[config.mk]
export PLATFORM = sky130hd
export DESIGN_NAME = oawt_xlat
export DESIGN_NICKNAME = d
export VERILOG_FILES = /design/src/rtl/oawt_pkg.sv /design/src/rtl/oawt_regs.sv /design/src/rtl/oawt_lookup.sv /design/src/rtl/oawt_xlat.sv
export SDC_FILE = /design/constraint.sdc
export NUM_CORES = 2
export LEC_CHECK = 0
export BUFFER_PORTS_ARGS = -buffer_cell sky130_fd_sc_hd__buf_4
export CAP_MARGIN = 5
export CORE_ASPECT_RATIO = 1.25
export CORE_UTILIZATION = 45
export CTS_BUF_LIST = sky130_fd_sc_hd__clkbuf_8
export DETAILED_ROUTE_END_ITERATION = 16
export PLACE_DENSITY = 0.65
export SYNTH_ARGS = -nofsm -noshare
export SYNTH_HDL_FRONTEND = slang
export SYNTH_SLANG_ARGS = --single-unit
[constraint.sdc]
create_clock -name clk -period 5.2 [get_ports clk]
set_clock_uncertainty 0.05 [all_clocks]
set_input_delay 0.78 -clock clk [delete_from_list [all_inputs] [get_ports clk]]
set_output_delay 0.78 -clock clk [all_outputs]
set_load 0.005 [all_outputs]
[src/rtl/oawt_pkg.sv]
package oawt_pkg;

  localparam int WORD_W = 32;

  localparam logic [3:0] KIND_MEM  = 4'h0;
  localparam logic [3:0] KIND_IO   = 4'h4;
  localparam logic [3:0] KIND_CFG0 = 4'h8;
  localparam logic [3:0] KIND_CFG1 = 4'h9;
  localparam logic [3:0] KIND_MSG  = 4'hC;

  typedef struct packed {
    logic       attr_en;
    logic [2:0] tc;
    logic       relaxed;
    logic       nosnoop;
    logic       poison;
    logic       ido;
    logic [3:0] kind;
  } act_t;

  function automatic act_t split_action(input logic [WORD_W-1:0] w);
    act_t f;
    f.kind    = w[3:0];
    f.ido     = w[4];
    f.poison  = w[5];
    f.nosnoop = w[6];
    f.relaxed = w[7];
    f.tc      = w[10:8];
    f.attr_en = w[11];
    return f;
  endfunction

endpackage

[src/rtl/oawt_regs.sv]
module oawt_regs #(
  parameter int NWIN      = 8,
  parameter int AW        = 64,
  parameter int MIN_SHIFT = 16,
  parameter int CAW       = 8
) (
  input  logic                              clk,
  input  logic                              rst_n,
  input  logic                              we,
  input  logic [CAW-1:0]                    waddr,
  input  logic [oawt_pkg::WORD_W-1:0]       wdata,
  output logic [NWIN-1:0][AW-1:0]           match_q,
  output logic [NWIN-1:0][AW-1:0]           remap_q,
  output logic [NWIN-1:0][AW-1:0]           mask_q,
  output logic [NWIN-1:0][oawt_pkg::WORD_W-1:0] act_q,
  output logic [oawt_pkg::WORD_W-1:0]       dflt_q
);
  localparam int DW     = oawt_pkg::WORD_W;
  localparam int WIN_SH = 5;
  localparam int IW     = CAW - WIN_SH;
  localparam logic [CAW-1:0] DFLT_OFF = CAW'((NWIN - 1) * 32 + 28);
  localparam logic [DW-1:0]  LOW_CLR  = ~DW'((64'd1 << MIN_SHIFT) - 64'd1);

  logic [WIN_SH-1:0] off;
  logic [IW-1:0]     sel_idx;
  assign off     = waddr[WIN_SH-1:0];
  assign sel_idx = waddr[CAW-1:WIN_SH];

  for (genvar i = 0; i < NWIN; i++) begin : g_win
    logic [AW-1:0] m_r, r_r, k_r;
    logic [DW-1:0] a_r;
    logic          sel;
    assign sel = we && (sel_idx == IW'(i));

    always_ff @(posedge clk or negedge rst_n) begin
      if (!rst_n) begin
        m_r <= '0;
        r_r <= '0;
        k_r <= '0;
        a_r <= '0;
      end else if (sel) begin
        case (off)
          5'h00: m_r[DW-1:0]  <= wdata;
          5'h04: m_r[AW-1:DW] <= wdata[AW-DW-1:0];
          5'h08: r_r[DW-1:0]  <= wdata;
          5'h0C: r_r[AW-1:DW] <= wdata[AW-DW-1:0];
          5'h10: k_r[DW-1:0]  <= wdata & LOW_CLR;
          5'h14: k_r[AW-1:DW] <= wdata[AW-DW-1:0];
          5'h18: a_r          <= wdata;
          default: ;
        endcase
      end
    end

    assign match_q[i] = m_r;
    assign remap_q[i] = r_r;
    assign mask_q[i]  = k_r;
    assign act_q[i]   = a_r;
  end

  always_ff @(posedge clk or negedge rst_n) begin
    if (!rst_n)                         dflt_q <= '0;
    else if (we && waddr == DFLT_OFF)   dflt_q <= wdata;
  end

endmodule

[src/rtl/oawt_lookup.sv]
module oawt_lookup #(
  parameter  int NWIN = 8,
  parameter  int AW   = 64,
  localparam int WW   = $clog2(NWIN)
) (
  input  logic [AW-1:0]           addr,
  input  logic [NWIN-1:0][AW-1:0] match_q,
  input  logic [NWIN-1:0][AW-1:0] remap_q,
  input  logic [NWIN-1:0][AW-1:0] mask_q,
  output logic [NWIN-1:0]         hit_vec,
  output logic                    any_hit,
  output logic [WW-1:0]           win_idx,
  output logic [AW-1:0]           xaddr
);

  function automatic logic f_claims(input logic [AW-1:0] a, m, k);
    return m[0] && ((a & k) == (m & k));
  endfunction

  function automatic logic [AW-1:0] f_rebase(input logic [AW-1:0] a, r, k);
    return (r & k) | (a & ~k);
  endfunction

  for (genvar i = 0; i < NWIN; i++) begin : g_cmp
    assign hit_vec[i] = f_claims(addr, match_q[i], mask_q[i]);
  end

  always_comb begin
    win_idx = '0;
    for (int i = NWIN - 1; i >= 0; i--) begin
      if (hit_vec[i]) win_idx = WW'(i);
    end
  end

  assign any_hit = |hit_vec;
  assign xaddr   = f_rebase(addr, remap_q[win_idx], mask_q[win_idx]);

endmodule

[src/rtl/oawt_xlat.sv]
module oawt_xlat #(
  parameter  int NWIN      = 8,
  parameter  int AW        = 64,
  parameter  int MIN_SHIFT = 16,
  localparam int WW        = $clog2(NWIN),
  localparam int CAW       = WW + 5
) (
  input  logic           clk,
  input  logic           rst_n,
  input  logic           cfg_we,
  input  logic [CAW-1:0] cfg_addr,
  input  logic [31:0]    cfg_wdata,
  input  logic           xlat_en,
  input  logic [AW-1:0]  req_addr,
  output logic [AW-1:0]  out_addr,
  output logic           out_hit,
  output logic           out_dflt,
  output logic [WW-1:0]  out_win,
  output logic [3:0]     out_type,
  output logic [2:0]     out_tc,
  output logic           out_attr_en,
  output logic           out_relaxed,
  output logic           out_nosnoop,
  output logic           out_poison,
  output logic           out_ido
);
  import oawt_pkg::*;

  logic [NWIN-1:0][AW-1:0]   match_q, remap_q, mask_q;
  logic [NWIN-1:0][WORD_W-1:0] act_q;
  logic [WORD_W-1:0]         dflt_q;
  logic [NWIN-1:0]           hit_vec;
  logic                      any_hit;
  logic [WW-1:0]             win_idx;
  logic [AW-1:0]             xaddr;
  act_t                      sel_act;

  oawt_regs #(.NWIN(NWIN), .AW(AW), .MIN_SHIFT(MIN_SHIFT), .CAW(CAW)) u_regs (
    .clk(clk), .rst_n(rst_n), .we(cfg_we), .waddr(cfg_addr), .wdata(cfg_wdata),
    .match_q(match_q), .remap_q(remap_q), .mask_q(mask_q),
    .act_q(act_q), .dflt_q(dflt_q)
  );

  oawt_lookup #(.NWIN(NWIN), .AW(AW)) u_lookup (
    .addr(req_addr), .match_q(match_q), .remap_q(remap_q), .mask_q(mask_q),
    .hit_vec(hit_vec), .any_hit(any_hit), .win_idx(win_idx), .xaddr(xaddr)
  );

  always_comb begin
    if (!xlat_en)     sel_act = '0;
    else if (any_hit) sel_act = split_action(act_q[win_idx]);
    else              sel_act = split_action(dflt_q);
  end

  assign out_hit     = xlat_en && any_hit;
  assign out_dflt    = xlat_en && !any_hit;
  assign out_win     = out_hit ? win_idx : '0;
  assign out_addr    = out_hit ? xaddr : req_addr;
  assign out_type    = sel_act.kind;
  assign out_tc      = sel_act.tc;
  assign out_attr_en = sel_act.attr_en;
  assign out_relaxed = sel_act.relaxed;
  assign out_nosnoop = sel_act.nosnoop;
  assign out_poison  = sel_act.poison;
  assign out_ido     = sel_act.ido;

endmodule

==> metrics.yaml <==
clkSinkCount: 1268
final_common_cell: "mux2_2"
core_area_um2: 139000
grt_pass1_wl_mm: 411
mostFrequentLayoutCells: "1290 x mux2_2, 1266 x dfrtp_1, 838 x buf_4"
crit_path_top_delay_cell: "nor4_4"
cts.clk_slew.worst_paths_ps: 60
cp-startpoint: "u_regs.g_win[3].m_r[47]"
vias: 51400
grt_pass1_vias: 51000
port_buffers: 156
cp-endpoint: "out_addr[50]"
synth.avg_cell_area_um2: 12.1
r2r_cells: 2
synth.largest_area_cell: "dfrtp_1"
rrSetupSlack_ps: 4060
grt_max_degree: 190
vdd_drop_max_mv: 0.276
hold_class: "in -> async"
crit_buf_inv: 9
tightest_slew_ps: 1210
synth_top_family_by_area: "multiplexers"
swShare: 0.317
dieWidth_um: 337
async_flop_share: 1.00
finalSetupViolations: 60
synth_edf_count: 0
outcome: "complete, but fails checks"
timing.hold.ws_ps: 304
overflow: 0
rows: 153
violations: "setup timing"
rsz0062_at_grt: "true"
p_comb_frac: 0.215
crit_type: "reg -> out"
clk_latency_ps: 1000
syn-cell-area_um2: 63100
timing.rr.end: "u_regs.g_win[4].k_r[58]"
grt_use_total: 0.424
netSwitchingPower_mw: 8.08
io_pins: 189
drc: 0
p_int_mw: 17.4
ys_seq_area_frac: 0.503
routed_via_density: 6.34
ant_nets: 0
cpPeakStageDelay_ps: 490
crit_fanout: 4
synth_adder_area_share: 0
routabilityCongestion: 1.05
fin_crit_sh: 1.15
pwr-share-clk: 0.362
start_kind: "flip-flop"
period_minus_slack_ps: 5980
clockBufferDepth: 3
die_area_um2: 142000
root_buffer: "clkbuf_8"
leakage_nw: 39.8
synth_compound_area_frac: 0.0848
cts_tree: "yes"
postPlaceCellArea_um2: 71800
cp-end-kind: "primary output"
die_h_um: 421
routed_wl_mm: 304
drt_iter0_drc: 5970
synth_flop_cell: "dfrtp_1"
drive_above_1_share: 0.499
area_growth_pct: 28.4
crit_arrival_ps: 5150
synth.area.top_cells: "dfrtp_1 50%, mux2_2 23%, xor2_1 5.3%"
cp_num_cells: 20
slew_headroom: 0.189
htreeDepth: 4
wl_per_cell_um: 37.5
synthCells: 5191
synthSimpleGateAreaFrac: 0.0593
rr_startpoint: "u_regs.g_win[4].k_r[58]"
yosys_warnings: 0
syn_nets: 5299
synthMuxAreaShare: 0.260
final_nets: 6171
cp.required_ps: 4370
fin_ws_ps: -778
first_pass_iters: 7
hpwl_mm: 208
clock.fmax_mhz: 167
synth-seq-cells: 1268
p_seq_frac: 0.423
cts_made_buffers: 208
synth_top_area_share: 0.503
antenna_found_initial: 31
start_util: 0.453
synthXorXnorAreaFrac: 0.0533
cp_top_family: "simple AND/OR/NAND/NOR gates"
p_per_area_nw_per_um2: 315
fin_area_um2: 81000
synth_cell_type_count: 69
cap_violations: 0
hold_violations: 0
path_cells: "xor2_2, a22oi_2, nand4_1, nor4_4, buf_4, buf_6, a211oi_4, a311oi_4, buf_6, buf_12, a21o_4, buf_12, buf_4, buf_12, clkbuf_16, nor3_1, nor4_1, nand2_2, mux2i_4, buf_6"
maxSlewViolCount: 0
## sequential cells by signal, summed over array words and instances (netlist names)
| register | count |
|---|---|
| u_regs.dflt_q | 12 |
| u_regs.g_win.a_r | 96 |
| u_regs.g_win.k_r | 384 |
| u_regs.g_win.m_r | 392 |
| u_regs.g_win.r_r | 384 |
## cell families after synthesis
family / Yosys count
compound gates: 766
xor+xnor: 384
buf+inv: 530
flops: 1268
mux: 1477
simple gates: 766
## worst register-to-register path, cell delays in order (launching register included)
cell and delay [ps]:
dfrtp_1 490, buf_4 220, mux2_2 270
## per-layer routing
layer | routed length [um] | global-route usage | share of wire
met5 | 62 | 0 | 0.00020
met4 | 29600 | 0.353 | 0.098
met3 | 27500 | 0.0920 | 0.090
met2 | 134000 | 0.643 | 0.44
met1 | 112000 | 0.518 | 0.37
## power by group through the flow
stage          sequential [mW]  clock (mW)  combinational [mW]
6_report                  10.8        9.23                5.47
4_1_cts                   10.7        9.29                5.03
5_1_grt                   10.8        9.72                5.59
3_3_place_gp              10.9           0                4.42
3_5_place_dp              10.9           0                4.43
2_1_floorplan             10.7           0                1.95
## per-stage QoR
step / total power, mW / setup slack (ps) / utilization / TNS, ps / cells
6_report: 25.5 / -778 / 0.582 / -38110 / 8103
5_1_grt: 26.1 / -827 / 0.581 / -41630 / 8094
4_1_cts: 25.1 / -795 / 0.569 / -41170 / 8049
3_5_place_dp: 15.3 / -1770 / 0.516 / -62290 / 7596
3_3_place_gp: 15.3 / -1810 / 0.516 / -64360 / 7596
2_1_floorplan: 12.7 / 910 / - / 0 / 5191
## worst min-delay path by stage
| stage | endpoint | slack (ps) | cells after the start | start |
|---|---|---|---|---|
| final | u_regs.g_win[6].k_r[33] | 300 | 2 | rst_n |
| after CTS | u_regs.g_win[7].k_r[51] | 260 | 2 | rst_n |
| after global placement | u_regs.g_win[2].r_r[53] | 430 | 1 | u_regs.g_win[2].r_r[53] |
| after floorplan | u_regs.g_win[2].r_r[53] | 420 | 1 | u_regs.g_win[2].r_r[53] |
| after global routing | u_regs.g_win[6].k_r[33] | 330 | 2 | rst_n |
| after detailed placement | u_regs.g_win[7].r_r[45] | 440 | 1 | u_regs.g_win[7].r_r[45] |
## layout make-up
class	count	area (um2)
fillers	11700	58200
flip-flops and latches	1268	31700
multi-input cells	3394	31500
repair buffers	1091	10700
clock buffers	264	3630
well taps	1860	2330
clock inverters	116	697
inverters	100	375
diodes	10	25.0
## what timing repair did
item                       in CTS  in global routing
buffers inserted               58                 48
hold buffers                    2                  0
pin swaps                     122                118
hold endpoints to repair       69                  0
setup endpoints to repair      65                 62
gates cloned                   17                 11
gates resized for setup       426                264
## Yosys cell counts (6+ instances only)
| library cell | number |
|---|---|
| mux2_2 | 1298 |
| dfrtp_1 | 1268 |
| xor2_1 | 384 |
| a22oi_1 | 321 |
| nand2_1 | 258 |
| nor3_1 | 212 |
| clkbuf_1 | 205 |
| a21oi_1 | 202 |
| mux2i_1 | 168 |
| inv_1 | 99 |
| nand4_1 | 94 |
| buf_2 | 88 |
| nor2_1 | 69 |
| buf_1 | 66 |
| nor4_1 | 58 |
| a21o_1 | 49 |
| a211oi_1 | 47 |
| buf_4 | 46 |
| o221ai_1 | 38 |
| buf_6 | 24 |
| nand3_1 | 20 |
| o21ai_0 | 17 |
| o21ai_1 | 16 |
| and2_1 | 11 |
| mux2_1 | 11 |
| o22ai_1 | 11 |
| o21ba_2 | 10 |
| a31oi_1 | 9 |
| nor2b_1 | 9 |
| or3_1 | 9 |
| o221a_2 | 7 |
| a222oi_1 | 6 |
Note: power is estimated with default switching activity, not from simulation.
